--- src/rtl/lnb_seq_pkg.sv ---
package lnb_seq_pkg;

    typedef struct packed {
        logic enable;
        logic sel_high;
        logic comp_add;
        logic tone_req;
        logic ilim_static;
    } lnb_ctrl_t;

    typedef enum logic {
        UV_OFF = 1'b0,
        UV_ON  = 1'b1
    } uv_state_e;

endpackage

--- src/rtl/lnb_uvlo.sv ---
module lnb_uvlo
    import lnb_seq_pkg::*;
(
    input  logic clk,
    input  logic rst_n,
    input  logic start_i,
    input  logic stop_i,
    output logic ok_o
);
    typedef struct packed {
        uv_state_e st;
    } uv_regs_t;

    uv_regs_t r_d, r_q;

    always_comb begin
        r_d = r_q;
        if (stop_i) begin
            r_d.st = UV_OFF;
        end else if (start_i) begin
            r_d.st = UV_ON;
        end
    end

    always_ff @(posedge clk or negedge rst_n) begin
        if (!rst_n) begin
            r_q <= '{st: UV_OFF};
        end else begin
            r_q <= r_d;
        end
    end

    assign ok_o = (r_q.st == UV_ON);
endmodule

--- src/rtl/lnb_softstart.sv ---
module lnb_softstart #(
    parameter int RAMP_CYCLES = 1024,
    localparam int RAMP_W = $clog2(RAMP_CYCLES + 1)
) (
    input  logic              clk,
    input  logic              rst_n,
    input  logic              run_i,
    output logic [RAMP_W-1:0] ramp_o,
    output logic              done_o
);
    localparam logic [RAMP_W-1:0] RAMP_TOP = RAMP_W'(RAMP_CYCLES);

    typedef struct packed {
        logic [RAMP_W-1:0] cnt;
    } ss_regs_t;

    ss_regs_t r_d, r_q;

    always_comb begin
        r_d = r_q;
        if (!run_i) begin
            r_d.cnt = '0;
        end else if (r_q.cnt != RAMP_TOP) begin
            r_d.cnt = r_q.cnt + 1'b1;
        end
    end

    always_ff @(posedge clk or negedge rst_n) begin
        if (!rst_n) begin
            r_q <= '0;
        end else begin
            r_q <= r_d;
        end
    end

    assign ramp_o = r_q.cnt;
    assign done_o = (r_q.cnt == RAMP_TOP);
endmodule

--- src/rtl/lnb_tone_div.sv ---
module lnb_tone_div #(
    parameter int DIV = 10,
    localparam int CNT_W = $clog2(DIV),
    localparam int HALF = DIV / 2
) (
    input  logic clk,
    input  logic rst_n,
    input  logic req_i,
    output logic tone_o
);
    localparam logic [CNT_W-1:0] LAST = CNT_W'(DIV - 1);
    localparam logic [CNT_W-1:0] HI_END = CNT_W'(HALF);

    typedef struct packed {
        logic [CNT_W-1:0] phase;
        logic             wave;
    } td_regs_t;

    td_regs_t r_d, r_q;

    always_comb begin
        r_d = r_q;
        if (!req_i) begin
            r_d.phase = '0;
            r_d.wave  = 1'b0;
        end else begin
            r_d.wave  = (r_q.phase < HI_END);
            r_d.phase = (r_q.phase == LAST) ? '0 : r_q.phase + 1'b1;
        end
    end

    always_ff @(posedge clk or negedge rst_n) begin
        if (!rst_n) begin
            r_q <= '0;
        end else begin
            r_q <= r_d;
        end
    end

    assign tone_o = r_q.wave;
endmodule

--- src/rtl/lnb_ctrl_seq.sv ---
module lnb_ctrl_seq
    import lnb_seq_pkg::*;
#(
    parameter int VCODE_W     = 5,
    parameter int V_LOW       = 13,
    parameter int V_HIGH      = 18,
    parameter int V_COMP      = 1,
    parameter int RAMP_CYCLES = 1024,
    parameter int TONE_DIV    = 10,
    localparam int RAMP_W = $clog2(RAMP_CYCLES + 1)
) (
    input  logic               clk,
    input  logic               rst_n,
    input  logic               ctl_enable,
    input  logic               sel_high,
    input  logic               comp_add,
    input  logic               tone_req_reg,
    input  logic               ctl_ilim_static,
    input  logic               tone_mod_pin,
    input  logic               uv_start,
    input  logic               uv_stop,
    input  logic               temp_fault,
    output logic               pwm_en,
    output logic               lin_en,
    output logic [VCODE_W-1:0] vref_code,
    output logic [RAMP_W-1:0]  ss_ramp,
    output logic               ss_done,
    output logic               tone_out,
    output logic               stat_overtemp,
    output logic               ilim_static
);
    typedef struct packed {
        logic               pwr_on;
        logic [VCODE_W-1:0] code;
        logic               otf;
        logic               ilim;
    } top_regs_t;

    lnb_ctrl_t  ctl;
    logic       uv_ok;
    logic       run;
    logic       tone_req;
    top_regs_t  r_d, r_q;

    always_comb begin
        ctl.enable      = ctl_enable;
        ctl.sel_high    = sel_high;
        ctl.comp_add    = comp_add;
        ctl.tone_req    = tone_req_reg;
        ctl.ilim_static = ctl_ilim_static;
    end

    lnb_uvlo u_uvlo (
        .clk     (clk),
        .rst_n   (rst_n),
        .start_i (uv_start),
        .stop_i  (uv_stop),
        .ok_o    (uv_ok)
    );

    assign run      = ctl.enable & uv_ok & ~temp_fault;
    assign tone_req = run & (ctl.tone_req | tone_mod_pin);

    lnb_softstart #(.RAMP_CYCLES(RAMP_CYCLES)) u_ss (
        .clk    (clk),
        .rst_n  (rst_n),
        .run_i  (run),
        .ramp_o (ss_ramp),
        .done_o (ss_done)
    );

    lnb_tone_div #(.DIV(TONE_DIV)) u_tone (
        .clk    (clk),
        .rst_n  (rst_n),
        .req_i  (tone_req),
        .tone_o (tone_out)
    );

    always_comb begin
        r_d        = r_q;
        r_d.pwr_on = run;
        r_d.otf    = temp_fault;
        r_d.ilim   = ctl.ilim_static;
        if (run) begin
            r_d.code = (ctl.sel_high ? VCODE_W'(V_HIGH) : VCODE_W'(V_LOW))
                     + (ctl.comp_add ? VCODE_W'(V_COMP) : VCODE_W'(0));
        end else begin
            r_d.code = '0;
        end
    end

    always_ff @(posedge clk or negedge rst_n) begin
        if (!rst_n) begin
            r_q <= '0;
        end else begin
            r_q <= r_d;
        end
    end

    assign pwm_en        = r_q.pwr_on;
    assign lin_en        = r_q.pwr_on;
    assign vref_code     = r_q.code;
    assign stat_overtemp = r_q.otf;
    assign ilim_static   = r_q.ilim;
endmodule

--- config.mk ---
export PLATFORM = sky130hd
export DESIGN_NAME = lnb_ctrl_seq
export DESIGN_NICKNAME = d
export VERILOG_FILES = /design/src/rtl/lnb_seq_pkg.sv /design/src/rtl/lnb_uvlo.sv /design/src/rtl/lnb_softstart.sv /design/src/rtl/lnb_tone_div.sv /design/src/rtl/lnb_ctrl_seq.sv
export SDC_FILE = /design/constraint.sdc
export NUM_CORES = 1
export LEC_CHECK = 0
export BUFFER_PORTS_ARGS = -buffer_cell sky130_fd_sc_hd__buf_2
export CELL_PAD_IN_SITES_DETAIL_PLACEMENT = 0
export CELL_PAD_IN_SITES_GLOBAL_PLACEMENT = 1
export CORE_MARGIN = 4
export CORE_UTILIZATION = 28
export DETAILED_ROUTE_END_ITERATION = 6
export HOLD_SLACK_MARGIN = 0.03
export PLACE_DENSITY_LB_ADDON = 0.1
export REMOVE_ABC_BUFFERS = 1
export SLEW_MARGIN = 30
export SYNTH_ARGS = -nofsm -noshare
export SYNTH_HDL_FRONTEND = slang
export SYNTH_HIERARCHICAL = 1
export SYNTH_SLANG_ARGS = --single-unit
--- constraint.sdc ---
create_clock -name clk -period 3.5 [get_ports clk]
set_clock_uncertainty 0.2 [all_clocks]
set_input_delay 0.7 -clock clk [delete_from_list [all_inputs] [get_ports clk]]
set_output_delay 0.7 -clock clk [all_outputs]
set_load 0.03 [all_outputs]
Word-level counts from Yosys, hierarchy flattened
Cells that the tools add are included.
{"block": "op_classes", "addsub": 3, "magnitude_cmp": 1, "n_eq_ne": 4, "mux": 9, "bitwise": 5, "n_reduce_logical": 1}
{"operator": "2-to-1 mux 11 bit", "n": 2}
{"operator": "2-to-1 mux 5 bit", "n": 3}
{"operator": "adder 11 x 1 -> 11 bit, second input constant", "n": 1}
{"operator": "equality test 11 bit, second input constant", "n": 1}
{"operator": "!= test 11 bit, second input constant", "n": 1}
{"operator": "adder 5 x 2 -> 5 bit", "n": 1}
{"operator": "adder 4 x 1 -> 4 bit, second input constant", "n": 1}
{"operator": "equality test 4 bit, second input constant", "n": 1}
{"operator": "< comparator 4 x 3 -> 1 bit, second input constant", "n": 1}
{"operator": "2-to-1 mux 4 bit", "n": 1}
{"operator": "AND 1 bit", "n": 3}
{"operator": "2-to-1 mux 1 bit", "n": 3}
{"operator": "!= test 2 x 1 -> 1 bit, second input constant", "n": 1}
{"operator": "nonzero test 2 bit", "n": 1}
{"operator": "NOT 1 bit", "n": 1}
{"operator": "OR 1 bit", "n": 1}
{"block": "totals", "regBits": 25, "inputBits": 11, "output_inout_bits": 22, "word_cells": 31}

Logic depth before layout (Yosys ltp)
Gate-level depths: netlist of run 1.
{"block": "logic_depth", "word_depth": 4, "mapped_depth": 5, "depth_no_buf": 5}

Modules after synthesis
Netlist of run 1, hierarchy kept.
{"mod": "lnb_softstart", "n_inst": 1, "cells_each": 60, "area_each_um2": 584.3, "seq_area_each_um2": 275.3}
{"mod": "lnb_ctrl_seq", "n_inst": 1, "cells_each": 23, "area_each_um2": 301.5, "seq_area_each_um2": 200.2}
{"mod": "lnb_tone_div", "n_inst": 1, "cells_each": 25, "area_each_um2": 266.5, "seq_area_each_um2": 125.1}
{"mod": "lnb_uvlo", "n_inst": 1, "cells_each": 2, "area_each_um2": 35.0, "seq_area_each_um2": 25.0}

Least setup slack after synthesis of run 1
Ideal clock, no wire load.
{"block": "synth_path", "path_type": "register -> output", "start": "register u_ss.r_q (netlist bit u_ss/ramp_o[2])", "end": "output ss_done", "arrival_time_ps": 1256, "required_time_ps": 2600, "path_slack_ps": 1344, "stages_incl_launch_ff": 4, "n_path_buf": 1, "path_cell_list": "dfrtp_1 nor4_1 and4_1 buf_2"}
{"block": "synth_between", "elab_chain_cells": 1}
{"item": "start, declared", "line": "lnb_softstart.sv:17", "rtl": "ss_regs_t r_d, r_q;"}
{"item": "start signal, assigned", "line": "lnb_softstart.sv:32", "rtl": "r_q <= r_d;"}
{"item": "equality test 11 bit", "line": "lnb_softstart.sv:37", "rtl": "assign done_o = (r_q.cnt == RAMP_TOP);"}
{"item": "end, declared", "line": "lnb_ctrl_seq.sv:27", "rtl": "output logic ss_done,"}
No other way between the ends.

Worst setup path in the final report of run 1
Ends and elaborated chain as after synthesis.

==> key figures, run 1 <==
Outcome
  – Status: finished clean

Pwr
  – Peak supply drop: 0.128 mV
  – Cell Int Power: 0.000385 W
  – Sequential Power Share: 58.5%
  – Comb power frac: 7.3%
  – Switching Power: 0.000122 W
  – Net Sw Frac: 24.1%
  – Pwr Density: 351 nW/um2
  – Pleak: 0.724 nW
  – Clk network pwr share: 34.2%

Place
  – Port buffer count: 32
  – GPL Wtd Cong: 0.702
  – Worst slack at placement: 1.24 ns
  – DPL Wire Length: 1850 um

Yosys
  – Xor and xnor area share after synthesis: 2.21%
  – Count leader, synth: dfrtp_1
  – Post-synthesis compound-gate area fraction: 8.43%
  – Number of library cell types mapped by synthesis: 34
  – Commonest cells post-synth: 25 x dfrtp_1, 9 x inv_1, 9 x nand2_1, 7 x ha_1, 7 x nor2_1
  – Post-synth ARST share: 100%
  – Synth Register Bits: 25
  – Sequential fraction of the synthesis area: 52.7%
  – Synth Instances: 110
  – Yosys warns: 6
  – Area leader, netlist: dfrtp_1
  – Syn_area_per_cell: 10.8 um2
  – Post-synth EDFFs: 0
  – Largest family of logic cells by synthesized area: simple AND/OR/NAND/NOR gates
  – Synthesized-area fraction occupied by adder cells: 7.38%
  – Area share of the largest cell type after synthesis: 52.7%
  – Mapped Area: 1190 um2
  – Primary FF master, synth: dfrtp_1
  – Synth Area in Simple Gates: 23.4%
  – Mux contribution to synthesized area: 1.69%
  – Largest cells by area after synthesis: dfrtp_1 53%, ha_1 7.4%, inv_1 2.8%

Setup path
  – Buf/Inv on CP: 1
  – Crit-path max cell delay: 0.48 ns
  – Critical-path top delay cell: dfrtp_1
  – End point of the critical path: ss_done
  – Flop-to-flop setup slack: 1.70 ns
  – CP Data Arrival Time: 1.66 ns
  – Capturing point of the worst reg2reg path: u_ss/ramp_o[10]$_DFFE_PN0P_
  – CP required: 2.60 ns
  – Worst setup startpoint: u_ss/ramp_o[2]$_DFFE_PN0P_
  – Crit path max fanout: 7
  – Reg-to-reg startpoint: u_ss/ramp_o[1]$_DFFE_PN0P_
  – Critical Path End Type: output port
  – Crit Path Category: register to output port
  – Cell family with most CP delay: simple AND/OR/NAND/NOR gates
  – CP Launch Type: register
  – Number of cells on the critical path: 3
  – CP Cell Sequence: nor4_1 > and4_1 > buf_2
  – Cell count of the worst reg-to-reg path: 4

Clock tree
  – Clk pin slew, worst setup/hold paths: 0.09 ns
  – Hold Buf Count CTS: 0
  – CTS H-tree depth: 1
  – Clk buf depth: 2
  – Root Buffer: clkbuf_8
  – CTS tree: yes
  – Num CTS Buffers: 3
  – Post-CTS setup repair buffer count: 0
  – CTS sink cnt: 25
  – Later-pin clock latency in the skew report: 0.27 ns
  – PostCTS Resize Cnt: 0

Route
  – Vias per cell: 4.75
  – Metal-1 WL: 1200 um
  – Metal3 WL: 161 um
  – Drt drc: 0
  – Routed len/inst: 13.1 um
  – Routed vias: 922
  – Max Used Layer: met4
  – Detailed Route WL: 2540 um
  – DR iter-0 viols: 43
  – WL met2: 1130 um
  – DR pass1 iterations: 4
  – Routed Antenna Nets: 0

Global routing
  – Vias in the first global route: 888
  – First-pass GRT wire length: 4310 um
  – Grt ovf: 0
  – Initial antenna violation count: 0
  – Largest net degree at the start of global routing: 26
  – Total GRT Usage: 10.5%

Layout
  – Synth-to-Final Area Change: 21.6%
  – Share of cells above drive strength 1: 29.9%
  – Flip-flop and latch area: 626 um2
  – Multi-input combinational cell area: 512 um2
  – FILL cells: 422
  – Ant. Diodes: 0
  – Nets: 163

Job
  – Max Cap Viol: 0

Die
  – Chip width: 73.1 um
  – Die H: 73.1 um
  – Die ar.: 5350 um2
  – Placeable Area: 4060 um2
  – # IOs: 33
  – Num rows: 23
  – Initial cell density of the core: 29.3%

Timing
  – Worst slew margin: 61.2%
  – Fin. Hold Viols: 0
  – Total negative slack: 0 ns
  – Fin crit share: 73.0%
  – Slew @ Worst Pin: 0.582 ns
  – Unrepaired setup endpoints after global routing: no
  – Achievable Freq: 391 MHz
  – Final min period: 2.56 ns
  – Fin. max-slew vios: 0
  – Worst Slack Setup Final: 0.943 ns
  – Hold_ws: 0.222 ns
  – Final setup vio count: 0

Hold path
  – Hold/Removal Path Class: input port to async pin
[how the worst min path moves through the flow]
| stage | endpoint | startpoint | slack [ns] | cells after the start |
|---|---|---|---|---|
| final | u_ss/ramp_o[8]$_DFFE_PN0P_ | rst_n | 0.22 | 1 |
| after global routing | vref_code[1]$_DFF_PN0_ | rst_n | 0.25 | 1 |
| after CTS | u_ss/ramp_o[10]$_DFFE_PN0P_ | rst_n | 0.24 | 1 |
| after detailed placement | u_tone/tone_o$_DFF_PN0_ | u_tone/r_q[4]$_DFF_PN0_ | 0.30 | 1 |
| after global placement | u_tone/tone_o$_DFF_PN0_ | u_tone/r_q[4]$_DFF_PN0_ | 0.31 | 1 |
| after floorplan | ilim_static$_DFF_PN0_ | rst_n | 0.20 | 0 |
[kinds of logic (layout without fill, tap and decap cells)]
logic type,Yosys count,after routing
compound gates,16,16
xor+xnor,3,3
fa+ha+maj,7,7
buf+inv,12,46
flops,25,25
mux,2,2
simple gates,45,45
[per-layer routing]
| metal | global-route usage, % | vias up |
|---|---|---|
| met2 | 15.1 | 23 |
| met5 | 0 | - |
| li1 | - | 448 |
| met3 | 3.03 | 4 |
| met1 | 14.3 | 447 |
| met4 | 4.92 | 0 |
[power by group through the flow]
stage | sequential [W] | clock [W] | combinational, W
6_report | 0.000297 | 0.000173 | 0.0000370
5_1_grt | 0.000297 | 0.000199 | 0.0000416
4_1_cts | 0.000297 | 0.000186 | 0.0000384
3_5_place_dp | 0.000302 | 0 | 0.0000384
3_3_place_gp | 0.000302 | 0 | 0.0000381
2_1_floorplan | 0.000311 | 0 | 0.00000962
[final cells by class]
cell class                 count  area share [%]
sequential                    25            43.3
clock inverter                 1           0.347
multi-input combinational     73            35.4
clock buffer                   3            2.86
timing repair buffer          32            11.1
tap                           50            4.33
inverter                      10            2.60
[flip-flops by register name, indices dropped and copies added, names as in the netlist]
name	cells
ilim_static	1
lin_en	1
stat_overtemp	1
u_ss/ramp_o	11
u_tone/r_q	4
u_tone/tone_o	1
u_uvlo/ok_o	1
vref_code	5
[cells in the final DEF (no fill, tap or decap), types with 2 or more instances in the layout]
master / instances
buf_2: 32
dfrtp_1: 25
inv_1: 9
nand2_1: 9
nor2_1: 7
ha_1: 7
a21oi_1: 6
nand3_1: 6
o21ai_0: 4
nor3b_1: 4
clkbuf_8: 3
or3_2: 3
nor4_1: 2
xor2_1: 2
nor3_1: 2
mux2i_1: 2
o31ai_1: 2
or4_1: 2
[metrics by stage]
step,std cells,utilization [%],power [W],cell area [um2]
after floorplan,108,-,0.000321,1170
after global placement,190,34.4,0.000340,1400
after detailed placement,190,34.4,0.000341,1400
after CTS,194,35.6,0.000521,1440
after global routing,194,35.6,0.000538,1440
final,194,35.6,0.000507,1440
Note: power is estimated with default switching activity, not from simulation.
==> run 2: changes to the inputs <==
clock period = 2.4 ns   (was 3.5 ns; I/O delays follow)
==> key figures, run 2 (synthesis results as in run 1) <==
Outcome
  – Status: finished clean

Clock tree
  – Num CTS Buffers: 3
  – CTS sink cnt: 25
  – Clk buf depth: 2
  – Clk pin slew, worst setup/hold paths: 0.09 ns
  – Later-pin clock latency in the skew report: 0.27 ns
  – Post-CTS setup repair buffer count: 0
  – Root Buffer: clkbuf_8
  – CTS H-tree depth: 1
  – CTS tree: yes

Setup path
  – CP Launch Type: register
  – Flop-to-flop setup slack: 0.65 ns
  – Crit Path Category: register to output port
  – Critical-path top delay cell: dfrtp_1
  – Worst setup startpoint: u_ss/ramp_o[2]$_DFFE_PN0P_
  – Crit-path max cell delay: 0.49 ns
  – CP Cell Sequence: nor4_2 > and4_4 > buf_2
  – Crit path max fanout: 7
  – Cell count of the worst reg-to-reg path: 4
  – CP required: 1.72 ns
  – Reg-to-reg startpoint: u_ss/ramp_o[1]$_DFFE_PN0P_
  – Critical Path End Type: output port
  – Capturing point of the worst reg2reg path: u_ss/ramp_o[10]$_DFFE_PN0P_
  – CP Data Arrival Time: 1.56 ns

Timing
  – Unrepaired setup endpoints after global routing: no
  – Fin crit share: 93.3%
  – Fin. Hold Viols: 0
  – Final min period: 2.24 ns
  – Final setup vio count: 0
  – Achievable Freq: 447 MHz
  – Fin. max-slew vios: 0
  – Total negative slack: 0 ns
  – Worst slew margin: 61.5%
  – Slew @ Worst Pin: 0.577 ns

Global routing
  – Total GRT Usage: 10.4%
  – Vias in the first global route: 918
  – Initial antenna violation count: 0
  – First-pass GRT wire length: 4280 um
  – Grt ovf: 0
  – Largest net degree at the start of global routing: 26

Die
  – Die ar.: 5350 um2
  – Die H: 73.1 um
  – Placeable Area: 4060 um2
  – Num rows: 23
  – Initial cell density of the core: 29.3%
  – # IOs: 33
  – Chip width: 73.1 um

Layout
  – Max reg flops: 11
  – Most frequent cells in the layout: 32 x buf_2, 25 x dfrtp_1, 9 x inv_1, 9 x nand2_1
  – Final Cell Area: 1460 um2
  – FILL cells: 435
  – Share of cells above drive strength 1: 30.3%
  – Synth-to-Final Area Change: 23.1%
  – Nets: 164
  – Commonest non-fill, non-tap cell in the layout: buf_2
  – Ant. Diodes: 0

Route
  – Detailed Route WL: 2510 um
  – WL met2: 1180 um
  – Metal3 WL: 138 um
  – Routed len/inst: 12.9 um
  – Routed vias: 920
  – Max Used Layer: met4
  – Metal-1 WL: 1150 um
  – DR iter-0 viols: 24
  – Drt drc: 0
  – Vias per cell: 4.72
  – Routed Antenna Nets: 0
  – DR pass1 iterations: 4

Pwr
  – Pleak: 0.728 nW
  – Peak supply drop: 0.207 mV
  – Pwr Density: 505 nW/um2

Hold path
  – Min-delay src: ctl_ilim_static
  – Worst Hold Depth: 1
  – Hold path endpoint: ilim_static$_DFF_PN0_
  – Hold/Removal Path Class: input port to register

Job
  – Max Cap Viol: 0

Place
  – GPL Wtd Cong: 0.702
  – Port buffer count: 32
  – DPL Wire Length: 1820 um
  – Dpl cell area: 1400 um2
[run 2: what timing repair did]
item / 4_1_cts / 5_1_grt
resized for setup: 0 / 3
endpoints found under the setup margin: 0 / 1
hold endpoints to repair: 23 / 0
hold buffers: 1 / 0
[run 2: metrics by stage]
step           hold slack [ns]  total power [W]  instances  utilization (%)  worst slack (ns)
2_1_floorplan          -0.0156         0.000467        108                -             0.403
3_3_place_gp             0.309         0.000496        190             34.4             0.396
3_5_place_dp             0.305         0.000497        190             34.4             0.356
4_1_cts                  0.107         0.000757        195             35.8            0.0533
5_1_grt                  0.103         0.000785        195             36.0            0.0767
6_report                 0.114         0.000738        195             36.0             0.162
[run 2: layout make-up]
| type | instances | area [um2] | share of cell area [%] |
|---|---|---|---|
| clock buffer | 4 | 45.0 | 3.08 |
| inverter | 10 | 37.5 | 2.57 |
| multi-input combinational | 73 | 520 | 35.6 |
| sequential | 25 | 626 | 42.8 |
| tap | 50 | 62.6 | 4.28 |
| timing repair buffer | 33 | 170 | 11.6 |
[run 2: layer usage]
layer  global-route usage [%]  vias to the layer above
met5                        0                        -
met4                     4.30                        0
met3                     2.89                        4
met2                     16.7                       23
met1                     13.0                      445
li1                         -                      448
[run 2: worst max path at each step]
| stage | endpoint | cells past startpoint | slack [ns] |
|---|---|---|---|
| global route | ss_done | 3 | 0.08 |
| global placement | ss_done | 3 | 0.40 |
| finish | ss_done | 3 | 0.16 |
| CTS | ss_done | 3 | 0.05 |
| floorplan | ss_done | 2 | 0.40 |
| detailed placement | ss_done | 3 | 0.36 |
[run 2: critical path: cells and delay by family (launching register included)]
kind | cells | cell delay, ns
buffers and inverters | 1 | 0.21
flip-flops | 1 | 0.49
AND/OR/NAND/NOR | 2 | 0.60
[run 2: power breakdown]
| group | internal, W | total [W] | switching [W] | leakage (nW) |
|---|---|---|---|---|
| clock | 0.000119 | 0.000250 | 0.000132 | 0.0228 |
| combinational | 0.0000181 | 0.0000551 | 0.0000370 | 0.364 |
| sequential | 0.000428 | 0.000432 | 0.00000448 | 0.341 |
